--- config.mk ---
export PLATFORM = sky130hd
export DESIGN_NAME = sram_strobe_ctrl
export DESIGN_NICKNAME = d
export VERILOG_FILES = /design/src/rtl/sram_strobe_pkg.sv /design/src/rtl/sram_strobe_fsm.sv /design/src/rtl/sram_strobe_datapath.sv /design/src/rtl/sram_strobe_pins.sv /design/src/rtl/sram_strobe_ctrl.sv
export SDC_FILE = /design/constraint.sdc
export NUM_CORES = 1
export LEC_CHECK = 0
export BUFFER_PORTS_ARGS = -buffer_cell sky130_fd_sc_hd__clkbuf_2
export CAP_MARGIN = 30
export CORE_MARGIN = 2
export CORE_UTILIZATION = 40
export CTS_BUF_LIST = sky130_fd_sc_hd__clkbuf_16
export CTS_CLUSTER_DIAMETER = 100
export DETAILED_ROUTE_END_ITERATION = 16
export GPL_TIMING_DRIVEN = 0
export PLACE_DENSITY = 0.65
export SKIP_LAST_GASP = 1
export SLEW_MARGIN = 20
export SYNTH_ARGS = -nofsm -noshare
export SYNTH_HDL_FRONTEND = slang
export SYNTH_SLANG_ARGS = --single-unit
export TNS_END_PERCENT = 100
--- constraint.sdc ---
create_clock -name clk -period 2.49 [get_ports clk]
set_input_delay 0.249 -clock clk [delete_from_list [all_inputs] [get_ports clk]]
set_output_delay 0.249 -clock clk [all_outputs]
set_load 0.01 [all_outputs]
--- src/rtl/sram_strobe_pkg.sv ---
package sram_strobe_pkg;

   typedef enum logic [3:0] {
      ST_IDLE,
      ST_RD_SETUP,
      ST_RD_WAIT,
      ST_RD_CAPTURE,
      ST_WR_SETUP,
      ST_WR_PULSE,
      ST_WR_RECOVER,
      ST_TURNAROUND,
      ST_RETENTION,
      ST_RECOVERY
   } ctrl_state_t;

   function automatic int unsigned cycles_for(input int unsigned ns, input int unsigned period);
      int unsigned r;
      r = (ns + period - 1) / period;
      return (r == 0) ? 1 : r;
   endfunction

   function automatic int unsigned max2(input int unsigned a, input int unsigned b);
      return (a > b) ? a : b;
   endfunction

   // address access / read cycle
   function automatic int unsigned ns_access(input int unsigned grade);
      case (grade)
         0: return 55;
         1: return 70;
         default: return 100;
      endcase
   endfunction

   function automatic int unsigned ns_rden_valid(input int unsigned grade);
      case (grade)
         0: return 30;
         1: return 40;
         default: return 50;
      endcase
   endfunction

   function automatic int unsigned ns_wr_cycle(input int unsigned grade);
      case (grade)
         0: return 55;
         1: return 70;
         default: return 100;
      endcase
   endfunction

   function automatic int unsigned ns_wr_pulse(input int unsigned grade);
      case (grade)
         0: return 40;
         1: return 50;
         default: return 70;
      endcase
   endfunction

   function automatic int unsigned ns_addr_to_end(input int unsigned grade);
      case (grade)
         0: return 50;
         1: return 60;
         default: return 70;
      endcase
   endfunction

   function automatic int unsigned ns_data_setup(input int unsigned grade);
      case (grade)
         0: return 25;
         1: return 30;
         default: return 40;
      endcase
   endfunction

   function automatic int unsigned ns_float(input int unsigned grade);
      case (grade)
         0: return 25;
         1: return 25;
         default: return 35;
      endcase
   endfunction

endpackage

--- src/rtl/sram_strobe_fsm.sv ---
module sram_strobe_fsm
   import sram_strobe_pkg::*;
#(
   parameter int unsigned CNT_W        = 8,
   parameter int unsigned RD_WAIT_CYC  = 13,
   parameter int unsigned WR_SETUP_CYC = 3,
   parameter int unsigned WR_PULSE_CYC = 10,
   parameter int unsigned WR_REC_CYC   = 1,
   parameter int unsigned TURN_CYC     = 7,
   parameter int unsigned REC_CYC      = 100
) (
   input  logic        clk,
   input  logic        rst_n,
   input  logic        host_req,
   input  logic        host_wr,
   input  logic        ret_req,
   output ctrl_state_t state,
   output logic        last_cyc,
   output logic        accept,
   output logic        capture
);

   logic [CNT_W-1:0] cnt;

   assign last_cyc = (cnt == '0);
   assign accept   = (state == ST_IDLE) && host_req;
   assign capture  = (state == ST_RD_WAIT) && last_cyc;

   always_ff @(posedge clk) begin
      if (!rst_n) begin
         state <= ST_IDLE;
         cnt   <= '0;
      end else begin
         case (state)
            ST_IDLE: begin
               if (host_req) begin
                  if (host_wr) begin
                     state <= ST_WR_SETUP;
                     cnt   <= CNT_W'(WR_SETUP_CYC - 1);
                  end else begin
                     state <= ST_RD_SETUP;
                     cnt   <= '0;
                  end
               end else if (ret_req) begin
                  state <= ST_RETENTION;
               end
            end
            ST_RD_SETUP: begin
               state <= ST_RD_WAIT;
               cnt   <= CNT_W'(RD_WAIT_CYC - 1);
            end
            ST_RD_WAIT: begin
               if (last_cyc) state <= ST_RD_CAPTURE;
               else          cnt   <= cnt - 1'b1;
            end
            ST_RD_CAPTURE: begin
               state <= ST_TURNAROUND;
               cnt   <= CNT_W'(TURN_CYC - 1);
            end
            ST_TURNAROUND: begin
               if (last_cyc) state <= ST_IDLE;
               else          cnt   <= cnt - 1'b1;
            end
            ST_WR_SETUP: begin
               if (last_cyc) begin
                  state <= ST_WR_PULSE;
                  cnt   <= CNT_W'(WR_PULSE_CYC - 1);
               end else cnt <= cnt - 1'b1;
            end
            ST_WR_PULSE: begin
               if (last_cyc) begin
                  state <= ST_WR_RECOVER;
                  cnt   <= CNT_W'(WR_REC_CYC - 1);
               end else cnt <= cnt - 1'b1;
            end
            ST_WR_RECOVER: begin
               if (last_cyc) state <= ST_IDLE;
               else          cnt   <= cnt - 1'b1;
            end
            ST_RETENTION: begin
               if (!ret_req) begin
                  state <= ST_RECOVERY;
                  cnt   <= CNT_W'(REC_CYC - 1);
               end
            end
            ST_RECOVERY: begin
               if (last_cyc) state <= ST_IDLE;
               else          cnt   <= cnt - 1'b1;
            end
            default: state <= ST_IDLE;
         endcase
      end
   end

   AST_RECOVERY_HOLD: assert property (@(posedge clk) disable iff (!rst_n)
      (state == ST_RECOVERY && !last_cyc) |=> (state == ST_RECOVERY));

   AST_REQ_PRIORITY: assert property (@(posedge clk) disable iff (!rst_n)
      (state == ST_IDLE && host_req && ret_req) |=> (state != ST_RETENTION));

   AST_RET_STAYS: assert property (@(posedge clk) disable iff (!rst_n)
      (state == ST_RETENTION && ret_req) |=> (state == ST_RETENTION));

endmodule

--- src/rtl/sram_strobe_datapath.sv ---
module sram_strobe_datapath #(
   parameter int unsigned ADDR_W = 16,
   parameter int unsigned DATA_W = 8
) (
   input  logic              clk,
   input  logic              rst_n,
   input  logic              accept,
   input  logic              capture,
   input  logic [ADDR_W-1:0] host_addr,
   input  logic [DATA_W-1:0] host_wdata,
   input  logic [DATA_W-1:0] mem_dq_in,
   output logic [ADDR_W-1:0] mem_addr,
   output logic [DATA_W-1:0] mem_dq_out,
   output logic [DATA_W-1:0] host_rdata
);

   always_ff @(posedge clk) begin
      if (!rst_n) begin
         mem_addr   <= '0;
         mem_dq_out <= '0;
         host_rdata <= '0;
      end else begin
         if (accept) begin
            mem_addr   <= host_addr;
            mem_dq_out <= host_wdata;
         end
         if (capture) host_rdata <= mem_dq_in;
      end
   end

   AST_ADDR_HELD: assert property (@(posedge clk) disable iff (!rst_n)
      !accept |=> $stable(mem_addr));

endmodule

--- src/rtl/sram_strobe_pins.sv ---
module sram_strobe_pins
   import sram_strobe_pkg::*;
#(
   parameter int unsigned TURN_CYC = 7
) (
   input  logic        clk,
   input  logic        rst_n,
   input  ctrl_state_t state,
   input  logic        last_cyc,
   output logic        mem_sel_n,
   output logic        mem_sel,
   output logic        mem_wstb_n,
   output logic        mem_rden_n,
   output logic        mem_dq_oe,
   output logic        host_done,
   output logic        host_ready
);

   localparam int unsigned FL_W = $clog2(TURN_CYC + 1);

   always_comb begin
      mem_sel_n  = 1'b1;
      mem_sel    = 1'b0;
      mem_wstb_n = 1'b1;
      mem_rden_n = 1'b1;
      mem_dq_oe  = 1'b0;
      case (state)
         ST_RD_SETUP, ST_RD_WAIT: begin
            mem_sel_n  = 1'b0;
            mem_sel    = 1'b1;
            mem_rden_n = 1'b0;
         end
         ST_WR_SETUP, ST_WR_RECOVER: begin
            mem_sel_n = 1'b0;
            mem_sel   = 1'b1;
            mem_dq_oe = 1'b1;
         end
         ST_WR_PULSE: begin
            mem_sel_n  = 1'b0;
            mem_sel    = 1'b1;
            mem_wstb_n = 1'b0;
            mem_dq_oe  = 1'b1;
         end
         default: ;
      endcase
   end

   assign host_ready = (state == ST_IDLE);
   assign host_done  = (state == ST_RD_CAPTURE) ||
                       ((state == ST_WR_RECOVER) && last_cyc);

   // cycles since the RAM could last have driven its data pins
   logic [FL_W-1:0] float_cnt;
   always_ff @(posedge clk) begin
      if (!rst_n)                         float_cnt <= FL_W'(TURN_CYC);
      else if (!mem_rden_n)               float_cnt <= '0;
      else if (float_cnt != FL_W'(TURN_CYC)) float_cnt <= float_cnt + 1'b1;
   end

   AST_TURNAROUND: assert property (@(posedge clk) disable iff (!rst_n)
      mem_dq_oe |-> (float_cnt == FL_W'(TURN_CYC)));

   AST_WSTB_SELECTED: assert property (@(posedge clk) disable iff (!rst_n)
      !mem_wstb_n |-> (!mem_sel_n && mem_sel));

   AST_RDEN_OFF_IN_WRITE: assert property (@(posedge clk) disable iff (!rst_n)
      !mem_wstb_n |-> (mem_rden_n && mem_dq_oe));

   AST_DONE_PULSE: assert property (@(posedge clk) disable iff (!rst_n)
      host_done |=> !host_done);

   AST_RET_DESELECT: assert property (@(posedge clk) disable iff (!rst_n)
      (state == ST_RETENTION || state == ST_RECOVERY) |-> (mem_sel_n && !mem_sel && !host_ready));

endmodule

--- src/rtl/sram_strobe_ctrl.sv ---
module sram_strobe_ctrl
   import sram_strobe_pkg::*;
#(
   parameter int unsigned ADDR_W        = 16,
   parameter int unsigned DATA_W        = 8,
   parameter int unsigned SPEED_GRADE   = 0,
   parameter int unsigned CLK_PERIOD_NS = 4,
   parameter int unsigned RECOVERY_NS   = 5000000
) (
   input  logic              clk,
   input  logic              rst_n,
   input  logic              host_req,
   input  logic              host_wr,
   input  logic [ADDR_W-1:0] host_addr,
   input  logic [DATA_W-1:0] host_wdata,
   output logic [DATA_W-1:0] host_rdata,
   output logic              host_done,
   output logic              host_ready,
   input  logic              ret_req,
   output logic [ADDR_W-1:0] mem_addr,
   output logic              mem_sel_n,
   output logic              mem_sel,
   output logic              mem_wstb_n,
   output logic              mem_rden_n,
   output logic [DATA_W-1:0] mem_dq_out,
   input  logic [DATA_W-1:0] mem_dq_in,
   output logic              mem_dq_oe
);

   localparam int unsigned N_RD   = max2(cycles_for(ns_access(SPEED_GRADE), CLK_PERIOD_NS),
                                         cycles_for(ns_rden_valid(SPEED_GRADE), CLK_PERIOD_NS));
   localparam int unsigned N_WP   = max2(cycles_for(ns_wr_pulse(SPEED_GRADE), CLK_PERIOD_NS),
                                         cycles_for(ns_data_setup(SPEED_GRADE), CLK_PERIOD_NS));
   localparam int unsigned N_AW   = cycles_for(ns_addr_to_end(SPEED_GRADE), CLK_PERIOD_NS);
   localparam int unsigned N_WC   = cycles_for(ns_wr_cycle(SPEED_GRADE), CLK_PERIOD_NS);
   localparam int unsigned N_HZ   = cycles_for(ns_float(SPEED_GRADE), CLK_PERIOD_NS);
   localparam int unsigned N_REC  = cycles_for(RECOVERY_NS, CLK_PERIOD_NS);
   localparam int unsigned RD_WAIT  = (N_RD > 1) ? N_RD - 1 : 1;
   localparam int unsigned WR_SETUP = (N_AW > N_WP) ? N_AW - N_WP : 1;
   localparam int unsigned WR_REC   = (N_WC > WR_SETUP + N_WP) ? N_WC - WR_SETUP - N_WP : 1;
   localparam int unsigned MAX_CNT  = max2(max2(RD_WAIT, WR_SETUP),
                                           max2(max2(N_WP, WR_REC), max2(N_HZ, N_REC)));
   localparam int unsigned CNT_W    = $clog2(MAX_CNT + 1);

   generate
      if (SPEED_GRADE > 2) begin : g_bad_grade
         $error("SPEED_GRADE must be 0, 1 or 2");
      end
      if (CLK_PERIOD_NS == 0) begin : g_bad_period
         $error("CLK_PERIOD_NS must be nonzero");
      end
      if (ADDR_W == 0 || DATA_W == 0) begin : g_bad_width
         $error("ADDR_W and DATA_W must be nonzero");
      end
   endgenerate

   ctrl_state_t state;
   logic        last_cyc;
   logic        accept;
   logic        capture;

   sram_strobe_fsm #(
      .CNT_W        (CNT_W),
      .RD_WAIT_CYC  (RD_WAIT),
      .WR_SETUP_CYC (WR_SETUP),
      .WR_PULSE_CYC (N_WP),
      .WR_REC_CYC   (WR_REC),
      .TURN_CYC     (N_HZ),
      .REC_CYC      (N_REC)
   ) i_fsm (
      .clk      (clk),
      .rst_n    (rst_n),
      .host_req (host_req),
      .host_wr  (host_wr),
      .ret_req  (ret_req),
      .state    (state),
      .last_cyc (last_cyc),
      .accept   (accept),
      .capture  (capture)
   );

   sram_strobe_datapath #(
      .ADDR_W (ADDR_W),
      .DATA_W (DATA_W)
   ) i_datapath (
      .clk        (clk),
      .rst_n      (rst_n),
      .accept     (accept),
      .capture    (capture),
      .host_addr  (host_addr),
      .host_wdata (host_wdata),
      .mem_dq_in  (mem_dq_in),
      .mem_addr   (mem_addr),
      .mem_dq_out (mem_dq_out),
      .host_rdata (host_rdata)
   );

   sram_strobe_pins #(
      .TURN_CYC (N_HZ)
   ) i_pins (
      .clk        (clk),
      .rst_n      (rst_n),
      .state      (state),
      .last_cyc   (last_cyc),
      .mem_sel_n  (mem_sel_n),
      .mem_sel    (mem_sel),
      .mem_wstb_n (mem_wstb_n),
      .mem_rden_n (mem_rden_n),
      .mem_dq_oe  (mem_dq_oe),
      .host_done  (host_done),
      .host_ready (host_ready)
   );

   AST_RD_ADDR_STABLE: assert property (@(posedge clk) disable iff (!rst_n)
      (!mem_rden_n && $past(!mem_rden_n)) |-> $stable(mem_addr));

   AST_WR_DATA_STABLE: assert property (@(posedge clk) disable iff (!rst_n)
      (!mem_wstb_n && $past(!mem_wstb_n)) |-> $stable(mem_dq_out));

   AST_READY_NO_STROBE: assert property (@(posedge clk) disable iff (!rst_n)
      host_ready |-> (mem_sel_n && !mem_sel && !mem_dq_oe));

endmodule

# Word-level counts from Yosys, hierarchy flattened
# Cells that the tools add are included.
# word_totals
output_inout_bits,39
inputBits,37
regBits,57
# op_classes
eq_ne,17
muxes,21
n_reduce_logical,14
addsub,1
# op_table
operator,n
21-bit case mux with 7 select lines,1
21-bit two-way mux,5
4-bit case mux with 8 select lines,1
4-bit two-way mux,7
21-bit logical NOT,1
"21-bit by 1-bit subtractor with 21-bit output, second input constant",1
"4-bit by 3-bit equality test with 1-bit output, second input constant",4
"4-bit by 2-bit equality test with 1-bit output, second input constant",2
"4-bit equality test, second input constant",2
"2-bit by 1-bit != test with 1-bit output, second input constant",4
7-bit nonzero test,1
"2-bit != test, second input constant",3
6-bit AND reduction,1
3-bit OR reduction,2
1-bit two-way mux,5
5-bit OR reduction,1
"4-bit by 1-bit equality test with 1-bit output, second input constant",1
4-bit logical NOT,1
4-bit AND reduction,1
4-bit OR reduction,1
1-bit logical AND,3
3-bit two-way mux,1
"3-bit by 2-bit != test with 1-bit output, second input constant",1
2-bit two-way mux,1
other kinds (2),2

# Logic depth before layout (Yosys ltp)
# Gate-level depths: netlist of the first run.
# logic_depth
ltp_word,4
mapped_depth,9

# Modules after synthesis
# Synthesis of the first run repeated with hierarchy kept, for this count alone.
# unflattened
cells_unflattened,341
hier_area_um2,3085.5
# by_module_without_submodules
module,cells_each,n_inst,area_per_inst_um2,seq_area_each_um2
sram_strobe_fsm,224,1,1764.2,500.5
sram_strobe_datapath,103,1,1231.2,640.6
sram_strobe_pins,14,1,90.1,0.0

# Worst setup path before layout of the first run
# No wires, ideal clock.
# synth_path
kind,flip-flop to flip-flop
startpoint,reg i_fsm.cnt[7]
endpoint,reg i_datapath.host_rdata[0]
stages_incl_launch_ff,8
arrival_time_ps,2175
setup_slack_ps,188
n_path_buf,2
path_cell_list,dfxtp_1 -> buf_6 -> or4_4 -> or2_4 -> buf_6 -> nor4_4 -> mux2i_1 -> nor2_1
# synth_via
elab_chain_len,2
# synth_rtl
item,line,source
from (decl),sram_strobe_fsm.sv:23,logic [CNT_W-1:0] cnt;
from (signal assigned),sram_strobe_fsm.sv:39,cnt <= CNT_W'(WR_SETUP_CYC - 1);
from (signal assigned),sram_strobe_fsm.sv:50,cnt <= CNT_W'(RD_WAIT_CYC - 1);
from (signal assigned),sram_strobe_fsm.sv:54,else cnt <= cnt - 1'b1;
21-bit logical NOT,sram_strobe_fsm.sv:25,assign last_cyc = (cnt == '0);
1-bit logical AND,sram_strobe_fsm.sv:27,assign capture = (state == ST_RD_WAIT) && last_cyc;
to (signal assigned),sram_strobe_datapath.sv:27,if (capture) host_rdata <= mem_dq_in;
to (decl),sram_strobe_datapath.sv:14,output logic [DATA_W-1:0] host_rdata
# Every way passes these cells.
# A chain may end at the register's enable or synchronous reset.

# Worst setup path after layout of the first run
# layout_path
startpoint,reg i_fsm.cnt[7]
endpoint,out host_done
# layout_via
elab_chain_len,3
# layout_rtl
item,line,source
21-bit logical NOT,sram_strobe_fsm.sv:25,
1-bit logical AND,sram_strobe_pins.sv:50,((state == ST_WR_RECOVER) && last_cyc);
1-bit logical OR,sram_strobe_pins.sv:49,assign host_done = (state == ST_RD_CAPTURE) ||
to (decl),sram_strobe_ctrl.sv:17,"output logic host_done,"
# Every way passes these cells.

==> results.toml, run 1 <==
[outcome]
status = "finished with violations"
violations = "setup timing"

[sta]
slew_violations = 0
hold_ws_ns = 0.140
fin_crit_ns = 2.53
tightest_slew_ns = 0.675
period_share_pct = 101
slew_headroom_pct = 54.6
setup_violations = 2
finalHoldViolations = 0
worst_slack_ns = -0.0372
skew_ns = 0.00665
grt_setup_unrepaired = "true"
max_freq_mhz = 396
tns_ns = -0.0734

[clock_network]
cts-root-buf = "clkbuf_16"
cts_buffers = 9
tritoncts = "built"
cts.sinks = 57
cts_max_level = 3
clk-insertion-delay-late_ns = 0.33
path_clk_slew_ns = 0.05
clockBufferDepth = 2

[placement]
globalplace.congestion = 0.882
place_area_sq_um = 3540
pre_cts_slack_ns = -0.246
port_buffers = 74
hpwl_mm = 6.48

[setup_path]
r2r_start = "i_fsm.cnt[0]"
cpMaxStageDelayCell = "or4_4"
path_cells = "buf_6 -> or4_4 -> nor2_2 -> nand3_1 -> o21ai_0 -> and2_1 -> clkbuf_2"
r2r_end = "i_fsm.cnt[18]"
cp-endpoint = "host_done"
criticalPathCategory = "reg -> out"
cp_top_family = "simple AND/OR/NAND/NOR gates"
path_max_fanout = 9
worstPathArrival_ns = 2.28
max_stage_delay_ns = 0.56
crit_cells = 7
cp-end-kind = "primary output"
cp-startpoint = "i_fsm.cnt[7]"
rrSetupSlack_ns = -0.04
path_buf_inv = 2
crit_path_start_kind = "flip-flop"
worstPathRequired_ns = 2.24
r2r_cells = 7

[layout]
num_antenna_cells = 0
area_growth_pct = 29.4
drive_above_1_share_pct = 24.8
final_area_sq_um = 3940
fin_nets = 522

[yosys]
ys.flop_type = "dfxtp_1"
yosys.area.top_type = "dfxtp_1"
async_reset_ff_share_pct = 0
synth_seq_cells = 57
avgSynthCellArea_sq_um = 7.74
syn_inst = 393
syn_nets = 432
synth_top_area_share_pct = 37.5
synth_cell_type_count = 58
synth_edf_count = 0
synth-seq-area-share_pct = 37.5
ys_top_cells_by_area = "dfxtp_1, nand2_1, a21oi_1"
yosysWarningCount = 0
mappedNetlistArea_sq_um = 3040

[flow_run]
drv_cap = 0

[drt]
via_count = 3279
dr.pass1.iters = 6
viasPerCell = 5.59
drt_first_iter_violations = 280
drc = 0
avgRoutedWirePerCell_microns = 15.3
wirelength_mm = 9.01
ant_nets = 0

[power_and_ir_drop]
power_mw = 6.45
ir_worst_vdd_mv = 0.744
p_leak_nw = 1.62
power_density_nw_per_um2 = 1640

[grt]
gr-total-overflow = 0
grtUsageTotal_pct = 21.9
grt_pass1_vias = 3054
grt_use_met3_pct = 5.31
top_usage_layer = "met2"
antenna_found_initial = 0
grt_max_degree = 11
grt_pass1_wl_mm = 14.7
use_met1_pct = 28.4
use_met2_pct = 35.6

[floorplan]
core_sq_um = 7290
die-area_sq_um = 8320
std_cell_rows = 31
die_x_microns = 91.2
initial_utilization_pct = 41.7
die_y_microns = 91.2
ioPinCount = 76

[min_path]
hp-class = "in -> reg"
holdPathStages = 3
metrics by stage:
stage          instances  util [%]
3_3_place_gp         566      48.5
2_1_floorplan        393         -
3_5_place_dp         566      48.5
5_1_grt              587      54.0
6_report             587      54.0
4_1_cts              582      52.8
worst register-to-register path, stage by stage (launching register included):
cell and delay, ns:
dfxtp_1 0.35, inv_1 0.09, ha_1 0.22, or3b_2 0.50
nor4_1 0.54, nand3_1 0.18, or3_1 0.33, a211oi_1 0.24
metal layers:
metal  vias to the layer above  part of all wire, %
met5                         -                    0
met4                         0                  1.1
met3                         9                  5.7
met2                       116                   49
met1                      1546                   44
li1                       1608                    -
worst min path at each step:
stage | end | slack, ns | start
2_1_floorplan | i_datapath.mem_addr[0] | 0.38 | host_addr[0]
3_5_place_dp | i_datapath.mem_dq_out[6] | 0.45 | i_datapath.mem_dq_out[6]
5_1_grt | i_datapath.mem_dq_out[4] | 0.14 | host_wdata[4]
6_report | i_datapath.mem_addr[8] | 0.14 | host_addr[8]
3_3_place_gp | i_datapath.mem_addr[15] | 0.44 | i_datapath.mem_addr[15]
4_1_cts | i_datapath.mem_addr[8] | 0.14 | host_addr[8]
sequential cells by signal (all words and copies together) (netlist names):
register and cells:
i_fsm.state 4, i_fsm.cnt 21, i_datapath.host_rdata 8, i_datapath.mem_addr 16, i_datapath.mem_dq_out 8
repair_timing:
| item | in CTS | in global routing |
|---|---|---|
| endpoints found under the setup margin | 27 | 55 |
| buffers inserted | 0 | 7 |
| gates cloned | 0 | 0 |
| hold endpoints to repair | 0 | 0 |
| hold buffers | 0 | 0 |
| pin swaps | 1 | 3 |
| resized for setup | 6 | 16 |
cells in the mapped netlist (2+ instances only):
| cell type | instances |
|---|---|
| nand2_1 | 68 |
| nor3b_1 | 5 |
| nor4_1 | 7 |
| a211oi_1 | 9 |
| and2_0 | 2 |
| inv_1 | 9 |
| clkbuf_1 | 21 |
| dfxtp_1 | 57 |
| buf_4 | 2 |
| o211ai_1 | 4 |
| ha_1 | 2 |
| o21ai_0 | 18 |
| a21o_1 | 2 |
| or3_1 | 8 |
| a21oi_1 | 36 |
| nand3_1 | 14 |
| a22oi_1 | 2 |
| o31a_1 | 2 |
| and2_1 | 2 |
| nand2b_1 | 4 |
| a21boi_0 | 2 |
| or4_1 | 8 |
| buf_6 | 2 |
| o31ai_1 | 8 |
| a31oi_1 | 6 |
| nor2b_1 | 7 |
| buf_1 | 2 |
| mux2i_1 | 11 |
| nand4_1 | 2 |
| or3b_2 | 2 |
| nor2_1 | 29 |
| nor3_1 | 11 |
| o22ai_1 | 3 |
| o41ai_1 | 2 |
power by group:
part | internal (mW) | switching (mW) | leakage [nW] | total (mW)
logic | 1.43 | 2.39 | 1.02 | 3.82
clock network | 0.762 | 0.427 | 0.140 | 1.19
registers | 1.17 | 0.272 | 0.465 | 1.44
total | 3.36 | 3.09 | 1.62 | 6.45
cell families (layout without fill, tap and decap cells):
group / count (synthesis) / in the layout / share of synthesized area [%]
AOI/OAI and AO/OA: 106 / 106 / 22.5
xor gates and xnor gates: 2 / 2 / 0.576
buffers and inverters: 36 / 131 / 5.18
DFF: 57 / 57 / 37.5
muxes: 11 / 11 / 3.62
and+or+nand+nor: 179 / 179 / 29.8
adders and majority gates: 2 / 2 / 0.822
layout make-up:
type	count	area [sq um]
inverters	9	33.8
fillers	723	3360
well taps	99	124
repair buffers	81	423
clock inverters	7	62.6
plain buffers	25	123
multi-input cells	300	1800
clock buffers	9	225
flip-flops and latches	57	1140
layout by cell type (no fill, tap or decap), drive strengths merged, types with 7 or more instances in the layout:
cell type	instances
a211oi	9
a21oi	37
buf	13
clkbuf	102
dfxtp	57
inv	10
mux2i	11
nand2	68
nand3	14
nor2	29
nor2b	7
nor3	11
nor4	8
o21ai	18
o31ai	9
or3	8
or4	9
(Power assumes the default switching activity.)
==> run 2, diff against run 1 <==
Settings changed: PLACE_DENSITY 0.65 to unset, PLACE_DENSITY_LB_ADDON set to 0.25.
==> run 2 against run 1 <==
Effect of this change:
- combinational power is 5.5% higher
- largest cell class unchanged
- cell count is 0.17% higher
- worst setup slack better by 0.098 ns
- the flow now finishes without violations
- critical path type is now reg -> reg
==> results.toml, run 2 (synthesis results as in run 1) <==
[outcome]
status = "completed"

[grt]
grt_max_degree = 11
grt_pass1_wl_mm = 14.8
grt_pass1_vias = 3046
antenna_found_initial = 0
gr-total-overflow = 0
grtUsageTotal_pct = 22.0

[power_and_ir_drop]
power_mw = 6.87
ir_worst_vdd_mv = 0.854
p_leak_nw = 1.65
p_sw_mw = 3.15
p_int_mw = 3.71
combPwrFrac_pct = 58.7
power_density_nw_per_um2 = 1720
pwr-share-seq_pct = 21.1
clock_power_share_pct = 20.3
switching_share_pct = 45.9

[floorplan]
die_y_microns = 91.2
ioPinCount = 76
die_x_microns = 91.2
core_sq_um = 7290
std_cell_rows = 31
initial_utilization_pct = 41.7
die-area_sq_um = 8320

[sta]
fin_crit_ns = 2.43
finalHoldViolations = 0
period_share_pct = 97.6
setup_violations = 0
max_freq_mhz = 412
slew_violations = 0
slew_headroom_pct = 54.7
skew_ns = 0.00805
grt_setup_unrepaired = "true"
worst_slack_ns = 0.0603
tightest_slew_ns = 0.680

[setup_path]
crit_path_start_kind = "flip-flop"
path_max_fanout = 5
cp-end-kind = "flip-flop"
worstPathArrival_ns = 2.67
criticalPathCategory = "reg -> reg"
worstPathRequired_ns = 2.73
r2r_cells = 7

[clock_network]
cts-root-buf = "clkbuf_16"
clockBufferDepth = 2
cts_max_level = 3
path_clk_slew_ns = 0.05
postCtsHoldBufs = 0
clk-insertion-delay-late_ns = 0.33
cts.sinks = 57
tritoncts = "built"
cts_buffers = 9

[placement]
port_buffers = 74
globalplace.congestion = 0.904
hpwl_mm = 6.49
pre_cts_slack_ns = -0.312

[drt]
wirelength_mm = 9.18
dr.pass1.iters = 5
drt_first_iter_violations = 279
viasPerCell = 5.61
ant_nets = 0
via_count = 3300
avgRoutedWirePerCell_microns = 15.6
drc = 0

[layout]
num_antenna_cells = 0
max_flop_register = "i_fsm.cnt"
n_fill_cell = 704
largest_register_ffs = 21
reg_top3 = "i_fsm.cnt x21, i_datapath.mem_addr x16"
drive_above_1_share_pct = 24.7
area_growth_pct = 31.3
fin_nets = 523
final_common_cell = "clkbuf_2"
postLayoutCoreUtil_pct = 54.8
mostFrequentLayoutCells = "clkbuf_2, nand2_1, dfxtp_1, a21oi_1, nor2_1"

[min_path]
holdPathStages = 3
hp-class = "in -> reg"

[flow_run]
drv_cap = 0
==> run 2: final timing paths <==
| kind | start | end | slack [ns] |
|---|---|---|---|
| setup / recovery | i_fsm.cnt[0] | i_fsm.cnt[18] | 0.06 |
| hold / removal | host_addr[15] | i_datapath.mem_addr[15] | 0.14 |
| setup reg to reg | i_fsm.cnt[0] | i_fsm.cnt[18] | 0.06 |
| hold reg to reg | i_datapath.mem_dq_out[6] | i_datapath.mem_dq_out[6] | 0.45 |
==> run 2: per-layer routing <==
metal  vias up  GRT usage (%)  share of wire (%)
met5         -              0                  0
met2       144           35.2                 47
met3        21           5.56                6.9
met4         0           9.34                2.2
met1      1523           28.2                 43
li1       1612              -                  -
==> run 2: timing repair <==
action                                 4_1_cts  5_1_grt
setup endpoints to repair                   34       51
buffers inserted                             4        3
pin swaps                                    2        3
endpoints found under the hold margin        0        0
gates resized for setup                      4       17
==> run 2: worst max-delay path, cell delays in order (launching register included) <==
cell and delay, ns:
dfxtp_1 0.35, inv_1 0.09, ha_1 0.22, or3b_2 0.51
nor4_1 0.48, nand3_1 0.16, or3_1 0.33, a211oi_1 0.21
==> run 2: power groups by stage <==
stage | Combinational, mW | Clock (mW) | Sequential [mW]
final | 4.03 | 1.39 | 1.45
after global placement | 3.54 | 0 | 1.39
after detailed placement | 3.58 | 0 | 1.39
after global routing | 4.42 | 1.45 | 1.48
after floorplan | 2.61 | 0 | 1.39
after CTS | 3.81 | 1.40 | 1.39
==> run 2: final cells by class <==
cell class / count / area, sq um / area share, %
well taps: 99 / 124 / 3.10
flip-flops and latches: 57 / 1140 / 28.6
plain buffers: 25 / 126 / 3.16
inverters: 9 / 33.8 / 0.845
multi-input cells: 300 / 1800 / 44.9
clock inverters: 7 / 110 / 2.76
repair buffers: 82 / 440 / 11.0
clock buffers: 9 / 225 / 5.64
==> run 2: through the flow <==
| stage | std cells | instance area (sq um) | hold slack, ns | setup TNS, ns |
|---|---|---|---|---|
| final | 588 | 4000 | 0.138 | 0 |
| after global placement | 566 | 3540 | 0.442 | -2.75 |
| after floorplan | 393 | 3040 | 0.385 | 0 |
| after detailed placement | 566 | 3540 | 0.447 | -4.13 |
| after global routing | 588 | 4000 | 0.134 | -0.178 |
| after CTS | 585 | 3920 | 0.136 | -0.00946 |
